**src/rtl/tmr_pkg.sv**
```systemverilog
package tmr_pkg;

  // control word bit positions
  localparam int CTL_RUN_B    = 7;
  localparam int CTL_AUTO_B   = 6;
  localparam int CTL_DIV_HI_B = 3;
  localparam int CTL_DIV_LO_B = 2;
  localparam int CTL_WIDE_B   = 1;
  localparam int CTL_ONCE_B   = 0;

  // bits of the control word that are stored and read back
  localparam logic [7:0] CTL_KEEP = 8'hCF;

  // word offsets inside a channel group
  typedef enum logic [1:0] {
    CH_LOAD = 2'd0,
    CH_CURR = 2'd1,
    CH_CTRL = 2'd2,
    CH_BGND = 2'd3
  } ch_word_e;

  // word offsets inside the shared interrupt group
  typedef enum logic [1:0] {
    SH_MASK  = 2'd0,
    SH_RAW   = 2'd1,
    SH_MASKD = 2'd2,
    SH_CLR   = 2'd3
  } sh_word_e;

endpackage

```
**src/rtl/tmr_prescaler.sv**
```systemverilog
module tmr_prescaler #(
  parameter int PS_W = 8
) (
  input  logic       clk,
  input  logic       rst,
  input  logic       run,
  input  logic       restart,
  input  logic [1:0] sel,
  output logic       tick
);

  logic [PS_W-1:0] ps_q;
  logic [PS_W-1:0] limit;

  // terminal count per divide setting; 2'b11 behaves as divide-by-1
  always_comb begin
    case (sel)
      2'b01:   limit = PS_W'(15);
      2'b10:   limit = PS_W'(255);
      default: limit = '0;
    endcase
  end

  // >= so that lowering the divide mid-count does not stall
  assign tick = run && !restart && (ps_q >= limit);

  always_ff @(posedge clk) begin
    if (rst || restart) begin
      ps_q <= '0;
    end else if (run) begin
      ps_q <= tick ? '0 : ps_q + PS_W'(1);
    end
  end

endmodule

```
**src/rtl/tmr_channel.sv**
```systemverilog
module tmr_channel
  import tmr_pkg::*;
#(
  parameter int DATA_W = 32,
  parameter int PS_W   = 8
) (
  input  logic              clk,
  input  logic              rst,
  input  logic              wr_load,
  input  logic              wr_ctrl,
  input  logic              wr_bgnd,
  input  logic [DATA_W-1:0] wdata,
  output logic [DATA_W-1:0] load_rd,
  output logic [DATA_W-1:0] cur_rd,
  output logic [DATA_W-1:0] ctrl_rd,
  output logic [DATA_W-1:0] bgnd_rd,
  output logic              zero_hit
);

  localparam int HALF_W = DATA_W / 2;

  logic [DATA_W-1:0] load_q;
  logic [DATA_W-1:0] bgnd_q;
  logic [DATA_W-1:0] cnt_q;
  logic [DATA_W-1:0] cnt_d;
  logic [DATA_W-1:0] span;
  logic [DATA_W-1:0] cur;
  logic [7:0]        ctrl_q;
  logic              tick;

  assign span = ctrl_q[CTL_WIDE_B] ? {DATA_W{1'b1}}
                                   : {{(DATA_W-HALF_W){1'b0}}, {HALF_W{1'b1}}};
  assign cur  = cnt_q & span;

  tmr_prescaler #(.PS_W(PS_W)) u_ps (
    .clk     (clk),
    .rst     (rst),
    .run     (ctrl_q[CTL_RUN_B]),
    .restart (wr_load),
    .sel     (ctrl_q[CTL_DIV_HI_B:CTL_DIV_LO_B]),
    .tick    (tick)
  );

  // next count: a load write wins over a tick
  always_comb begin
    cnt_d    = cnt_q;
    zero_hit = 1'b0;
    if (wr_load) begin
      cnt_d = wdata;
    end else if (tick) begin
      if (cur == DATA_W'(1)) begin
        cnt_d    = '0;
        zero_hit = 1'b1;
      end else if (cur == '0) begin
        if (ctrl_q[CTL_ONCE_B]) begin
          cnt_d = cnt_q;
        end else if (ctrl_q[CTL_AUTO_B]) begin
          cnt_d = bgnd_q & span;
        end else begin
          cnt_d = span;
        end
      end else begin
        cnt_d = cur - DATA_W'(1);
      end
    end
  end

  always_ff @(posedge clk) begin
    if (rst) begin
      cnt_q  <= '0;
      load_q <= '0;
      bgnd_q <= '0;
      ctrl_q <= '0;
    end else begin
      cnt_q <= cnt_d;
      if (wr_load) load_q <= wdata;
      if (wr_bgnd) bgnd_q <= wdata;
      if (wr_ctrl) ctrl_q <= wdata[7:0] & CTL_KEEP;
    end
  end

  assign load_rd = load_q;
  assign cur_rd  = cur;
  assign ctrl_rd = {{(DATA_W-8){1'b0}}, ctrl_q};
  assign bgnd_rd = bgnd_q;

endmodule

```
**src/rtl/tmr_irq_ctrl.sv**
```systemverilog
module tmr_irq_ctrl #(
  parameter int NCH = 4
) (
  input  logic           clk,
  input  logic           rst,
  input  logic           wr_mask,
  input  logic           wr_clr,
  input  logic [NCH-1:0] wbits,
  input  logic [NCH-1:0] events,
  output logic [NCH-1:0] mask_q,
  output logic [NCH-1:0] raw_q,
  output logic [NCH-1:0] masked,
  output logic           irq
);

  logic [NCH-1:0] clr_bits;

  assign clr_bits = wr_clr ? wbits : '0;

  // a zero-crossing on the clearing edge keeps its bit
  always_ff @(posedge clk) begin
    if (rst) begin
      raw_q  <= '0;
      mask_q <= '0;
    end else begin
      raw_q <= (raw_q & ~clr_bits) | events;
      if (wr_mask) mask_q <= wbits;
    end
  end

  assign masked = raw_q & mask_q;
  assign irq    = |masked;

endmodule

```
**src/rtl/mcd_timer_unit.sv**
```systemverilog
module mcd_timer_unit
  import tmr_pkg::*;
#(
  parameter int NCH    = 4,
  parameter int DATA_W = 32,
  parameter int PS_W   = 8,
  parameter int ADDR_W = 7
) (
  input  logic              clk,
  input  logic              rst,
  input  logic              wr_en,
  input  logic              rd_en,
  input  logic [ADDR_W-1:0] addr,
  input  logic [DATA_W-1:0] wdata,
  output logic [DATA_W-1:0] rdata,
  output logic              irq
);

  localparam int WIDX_W = ADDR_W - 2;
  localparam int GRP_W  = WIDX_W - 2;

  logic [WIDX_W-1:0] word;
  logic [1:0]        wsel;
  logic              sh_hit;
  logic [NCH-1:0]    grp_hit;

  logic [NCH-1:0]              wr_ld_v;
  logic [NCH-1:0]              wr_ct_v;
  logic [NCH-1:0]              wr_bg_v;
  logic [NCH-1:0]              uf_v;
  logic [NCH-1:0][DATA_W-1:0]  ld_v;
  logic [NCH-1:0][DATA_W-1:0]  cur_v;
  logic [NCH-1:0][DATA_W-1:0]  ctl_v;
  logic [NCH-1:0][DATA_W-1:0]  bg_v;
  logic [NCH-1:0][7:0]         ctl8;

  logic              wr_mask;
  logic              wr_clr;
  logic [NCH-1:0]    mask_st;
  logic [NCH-1:0]    raw_st;
  logic [NCH-1:0]    mis_st;
  logic [DATA_W-1:0] rd_mux;
  logic [DATA_W-1:0] rdata_q;

  assign word   = addr[ADDR_W-1:2];
  assign wsel   = word[1:0];
  assign sh_hit = (word[WIDX_W-1:2] == '0);

  assign wr_mask = wr_en && sh_hit && (wsel == 2'(SH_MASK));
  assign wr_clr  = wr_en && sh_hit && (wsel == 2'(SH_CLR));

  genvar ch;
  generate
    for (ch = 0; ch < NCH; ch++) begin : g_ch
      assign grp_hit[ch] = (word[WIDX_W-1:2] == GRP_W'(ch + 1));
      assign wr_ld_v[ch] = wr_en && grp_hit[ch] && (wsel == 2'(CH_LOAD));
      assign wr_ct_v[ch] = wr_en && grp_hit[ch] && (wsel == 2'(CH_CTRL));
      assign wr_bg_v[ch] = wr_en && grp_hit[ch] && (wsel == 2'(CH_BGND));
      assign ctl8[ch]    = ctl_v[ch][7:0];

      tmr_channel #(
        .DATA_W (DATA_W),
        .PS_W   (PS_W)
      ) u_chan (
        .clk      (clk),
        .rst      (rst),
        .wr_load  (wr_ld_v[ch]),
        .wr_ctrl  (wr_ct_v[ch]),
        .wr_bgnd  (wr_bg_v[ch]),
        .wdata    (wdata),
        .load_rd  (ld_v[ch]),
        .cur_rd   (cur_v[ch]),
        .ctrl_rd  (ctl_v[ch]),
        .bgnd_rd  (bg_v[ch]),
        .zero_hit (uf_v[ch])
      );
    end
  endgenerate

  tmr_irq_ctrl #(.NCH(NCH)) u_irq (
    .clk     (clk),
    .rst     (rst),
    .wr_mask (wr_mask),
    .wr_clr  (wr_clr),
    .wbits   (wdata[NCH-1:0]),
    .events  (uf_v),
    .mask_q  (mask_st),
    .raw_q   (raw_st),
    .masked  (mis_st),
    .irq     (irq)
  );

  // read decode
  always_comb begin
    rd_mux = '0;
    if (sh_hit) begin
      case (wsel)
        2'(SH_MASK):  rd_mux = DATA_W'(mask_st);
        2'(SH_RAW):   rd_mux = DATA_W'(raw_st);
        2'(SH_MASKD): rd_mux = DATA_W'(mis_st);
        default:      rd_mux = '0;
      endcase
    end
    for (int i = 0; i < NCH; i++) begin
      if (grp_hit[i]) begin
        case (wsel)
          2'(CH_LOAD): rd_mux = ld_v[i];
          2'(CH_CURR): rd_mux = cur_v[i];
          2'(CH_CTRL): rd_mux = ctl_v[i];
          default:     rd_mux = bg_v[i];
        endcase
      end
    end
  end

  always_ff @(posedge clk) begin
    if (rst) begin
      rdata_q <= '0;
    end else if (rd_en) begin
      rdata_q <= rd_mux;
    end
  end

  assign rdata = rdata_q;

endmodule

```
**config.mk**
```make
export PLATFORM = sky130hd
export DESIGN_NAME = mcd_timer_unit
export DESIGN_NICKNAME = d
export VERILOG_FILES = /design/src/rtl/tmr_pkg.sv /design/src/rtl/tmr_prescaler.sv /design/src/rtl/tmr_channel.sv /design/src/rtl/tmr_irq_ctrl.sv /design/src/rtl/mcd_timer_unit.sv
export SDC_FILE = /design/constraint.sdc
export NUM_CORES = 1
export LEC_CHECK = 0
export ABC_AREA = 0
export ABC_CLOCK_PERIOD_IN_PS = 4730
export BUFFER_PORTS_ARGS = -buffer_cell sky130_fd_sc_hd__buf_2
export CORE_ASPECT_RATIO = 1.75
export CORE_MARGIN = 2
export CORE_UTILIZATION = 50
export CTS_CLUSTER_DIAMETER = 50
export DETAILED_ROUTE_END_ITERATION = 16
export PLACE_DENSITY_LB_ADDON = 0.15
export SYNTH_ARGS = -nofsm -noshare
export SYNTH_HDL_FRONTEND = slang
export SYNTH_HIERARCHICAL = 1
export SYNTH_SLANG_ARGS = --single-unit
```
**constraint.sdc**
```tcl
create_clock -name clk -period 4.73 [get_ports clk]
set_clock_uncertainty 0.2 [all_clocks]
set_input_delay 0.7095 -clock clk [delete_from_list [all_inputs] [get_ports clk]]
set_output_delay 0.7095 -clock clk [all_outputs]
set_load 0.1 [all_outputs]
```
==> summary.txt <==
Status
  • Status: completed

Placed design
  • Gpl congestion: 0.9758
  • Hpwl dp: 78250 um
  • Placed cells: 4098
  • Placed inst area: 30050 um2
  • Port buffer count: 73

Logic synthesis
  • Register area share after synthesis: 31.91%
  • Top-area cell type share of the netlist area: 31.91%
  • Seq cells post-synth: 480
  • Synth top area cells: dfxtp_1, mux2i_1, nor2_1, buf_4, nand2_1
  • Number of synthesized flops with an enable pin: 0
  • Post-synth ARST share: 0%
  • Yosys warns: 6
  • Syn Area/Cell: 8.610 um2
  • Cell variety after synth: 86
  • Top-count cell post-synth: dfxtp_1
  • Main synth FF type: dfxtp_1
  • Cell accounting for the most synthesized area: dfxtp_1
  • Synth top cells by count: dfxtp_1, nor2_1, mux2i_1, nand2_1, buf_4
  • Synth Instances: 3497
  • Post-Synthesis Cell Area: 30110 um2

Floorplanning
  • Cell row count: 119
  • # IOs: 76
  • Initial core utilization: 50.30%
  • Die Footprint: 62270 um2
  • Die height: 328.6 um
  • Die X: 189.5 um
  • Core area: 59850 um2

STA
  • Minimum clock period after layout: 4093 ps
  • Final Max Slew Viols: 0
  • Hold Fails Final Rpt: 0
  • RSZ-0062 raised after global routing: false
  • Final setup fails: 0
  • Tcrit/Tclk final: 86.54%
  • Maximum clock frequency: 244.3 MHz
  • Worst slew pin tran: 1265 ps
  • Slew margin rel.: 15.19%
  • Setup TNS Final: 0 ps

Pwr
  • Total power draw: 10.02 mW
  • Pwr dens: 315.2 nW/um2
  • P_leak: 11.83 nW
  • VDD IR max: 0.0002864 V

Global routing
  • All-Layer GR Usage: 35.45%
  • Vias in the first global route: 26310
  • First-pass GRT wire length: 166100 um
  • GR Overflow Total: 0
  • Initial antenna violation count: 3
  • Largest net degree at the start of global routing: 107

Worst setup path
  • Worst setup EP type: flop
  • Worst Path Required: 5060 ps
  • Slowest-stage cell, CP: nor3b_1
  • R2R cell count: 13
  • Critical Path Fanout Max: 12
  • CP Buf/Inv Count: 2
  • Critical path launch point type: flop
  • Crit path kind: reg -> reg
  • Crit-path leading delay family: simple AND/OR/NAND/NOR gates
  • Critical Path Max Stage Delay: 610 ps
  • Critical path data arrival time: 4430 ps
  • CP Cell Sequence: inv_1 > ha_1 > inv_1 > ha_1 > nand2_1 > or3_1 > o21ai_1 > nor3b_1 > nand2_1 > a21oi_1 > a21oi_2 > or2_1 > o32ai_1
  • Crit. path cell count: 13

Hold path
  • Worst min path class: reg -> reg
  • Hold path depth: 2

Detailed routing
  • Vias after detailed routing: 26920
  • Post-route ant nets: 0
  • Vias per Instance: 6.425
  • Starting DRT DRC Count: 2257
  • Final WL: 112300 um
  • DR DRC count: 0
  • DRT Pass-1 Iters: 6
  • WL/cell: 26.80 um

CTS
  • CTS H-tree lvls: 2
  • Post-CTS Resized: 0
  • Clock buffer depth: 3
  • Hold_buf cts: 0
  • Clk_lat worst skew: 630 ps
  • Post-CTS setup repair buffer count: 0
  • CTS root buf: clkbuf_16
  • Clock sink total: 480
  • CTS Buf Count: 50
  • CTS tree: yes
  • Reg clk slew, reported paths: 60 ps

Cells and area
  • Non-filler cells in the finished layout: 4190
  • Nets: 3443
  • Fraction of final layout cells sized beyond drive strength 1: 10.34%
  • Final instance area: 31790 um2
  • Area grow syn2layout: 5.581%

Run
  • Max Cap Viol: 0
-- worst min-delay path, stage by stage, from the launching register on --
cell and delay [ps]:
dfxtp_1 310, nand2_1 60, a21oi_1 50
-- cells by family (layout without fill, tap and decap cells) --
group	Yosys count	after routing	share of synthesized area, %
compound gates	788	788	18.82
xor+xnor	100	100	2.909
fa+ha+maj	36	36	1.496
buf+inv	493	299	8.947
flops	480	480	31.91
mux	464	464	16.88
other cells	4	105	0.04985
simple gates	1132	1132	18.98
-- worst paths after layout --
check                                               from                                      to  slack, ps
hold / removal    g_ch[3].u_chan/load_rd[4]$_SDFFE_PP0P_  g_ch[3].u_chan/load_rd[4]$_SDFFE_PP0P_        270
setup reg to reg   g_ch[3].u_chan/ctrl_q[2]$_SDFFE_PP0P_   g_ch[3].u_chan/cnt_q[26]$_SDFFE_PP0P_        640
hold reg to reg   g_ch[3].u_chan/load_rd[4]$_SDFFE_PP0P_  g_ch[3].u_chan/load_rd[4]$_SDFFE_PP0P_        270
setup / recovery   g_ch[3].u_chan/ctrl_q[2]$_SDFFE_PP0P_   g_ch[3].u_chan/cnt_q[26]$_SDFFE_PP0P_        640
-- where the power goes --
group / switching, mW / leakage (nW) / internal (mW) / total [mW]
clock: 1.84 / 0.833 / 2.45 / 4.29
sequential: 0.0613 / 3.88 / 4.09 / 4.15
combinational: 1.07 / 7.12 / 0.508 / 1.58
-- flip-flops by register name (all words and copies together) (netlist names) --
register,cells
g_ch.u_chan/load_rd,128
g_ch.u_chan/ctrl_q,24
rdata,32
u_irq/mask_q,4
g_ch.u_chan/cnt_q,128
u_irq/raw_q,4
g_ch.u_chan/bgnd_rd,128
g_ch.u_chan/u_ps/ps_q,32
-- area by class of cell --
class | instances | area, um2
Timing Repair Buffer | 134 | 933.4
Clock buffer | 67 | 1419
Tap cell | 786 | 983.4
Fill cell | 5758 | 28070
Multi-Input combinational cell | 2624 | 18250
Clock inverter | 24 | 317.8
Antenna cell | 1 | 2.502
Sequential cell | 480 | 9609
Inverter | 74 | 277.8
-- stage by stage --
stage	setup WS (ps)	hold slack (ps)	util, %
after global routing	245.4	280.9	53.11
after global placement	792.2	249.5	50.20
after detailed placement	714.8	255.0	50.20
final	636.9	265.9	53.11
after floorplan	1213	240.8	-
after CTS	699.2	265.5	53.11
-- placed cells by master (no fill, tap or decap), types with 32 or more instances in the layout --
cell | netlist | final
o31ai_1 | 32 | 32
xor2_1 | 32 | 32
clkbuf_16 | 0 | 53
buf_4 | 183 | 55
o21ai_1 | 41 | 41
nand2_1 | 224 | 224
a211oi_1 | 62 | 62
nand4_1 | 32 | 32
inv_1 | 73 | 73
nor3_1 | 73 | 73
or3_1 | 40 | 40
o22ai_1 | 76 | 76
nor2_1 | 463 | 455
a22oi_1 | 88 | 88
xnor2_1 | 68 | 68
ha_1 | 36 | 36
conb_1 | 4 | 104
o21ai_0 | 98 | 98
buf_2 | 59 | 70
and2_1 | 59 | 59
nand3_1 | 37 | 37
mux2i_1 | 428 | 428
mux4_2 | 35 | 35
dfxtp_1 | 480 | 480
a21oi_1 | 96 | 96
-- routing by layer --
metal,vias to the layer above,track usage [%],routed length [um]
met3,362,5.527,7083
met5,-,0,21
li1,12260,-,-
met2,1177,58.96,52810
met1,13120,39.85,41400
met4,4,29.54,10970
Note: power is estimated with default switching activity, not from simulation.
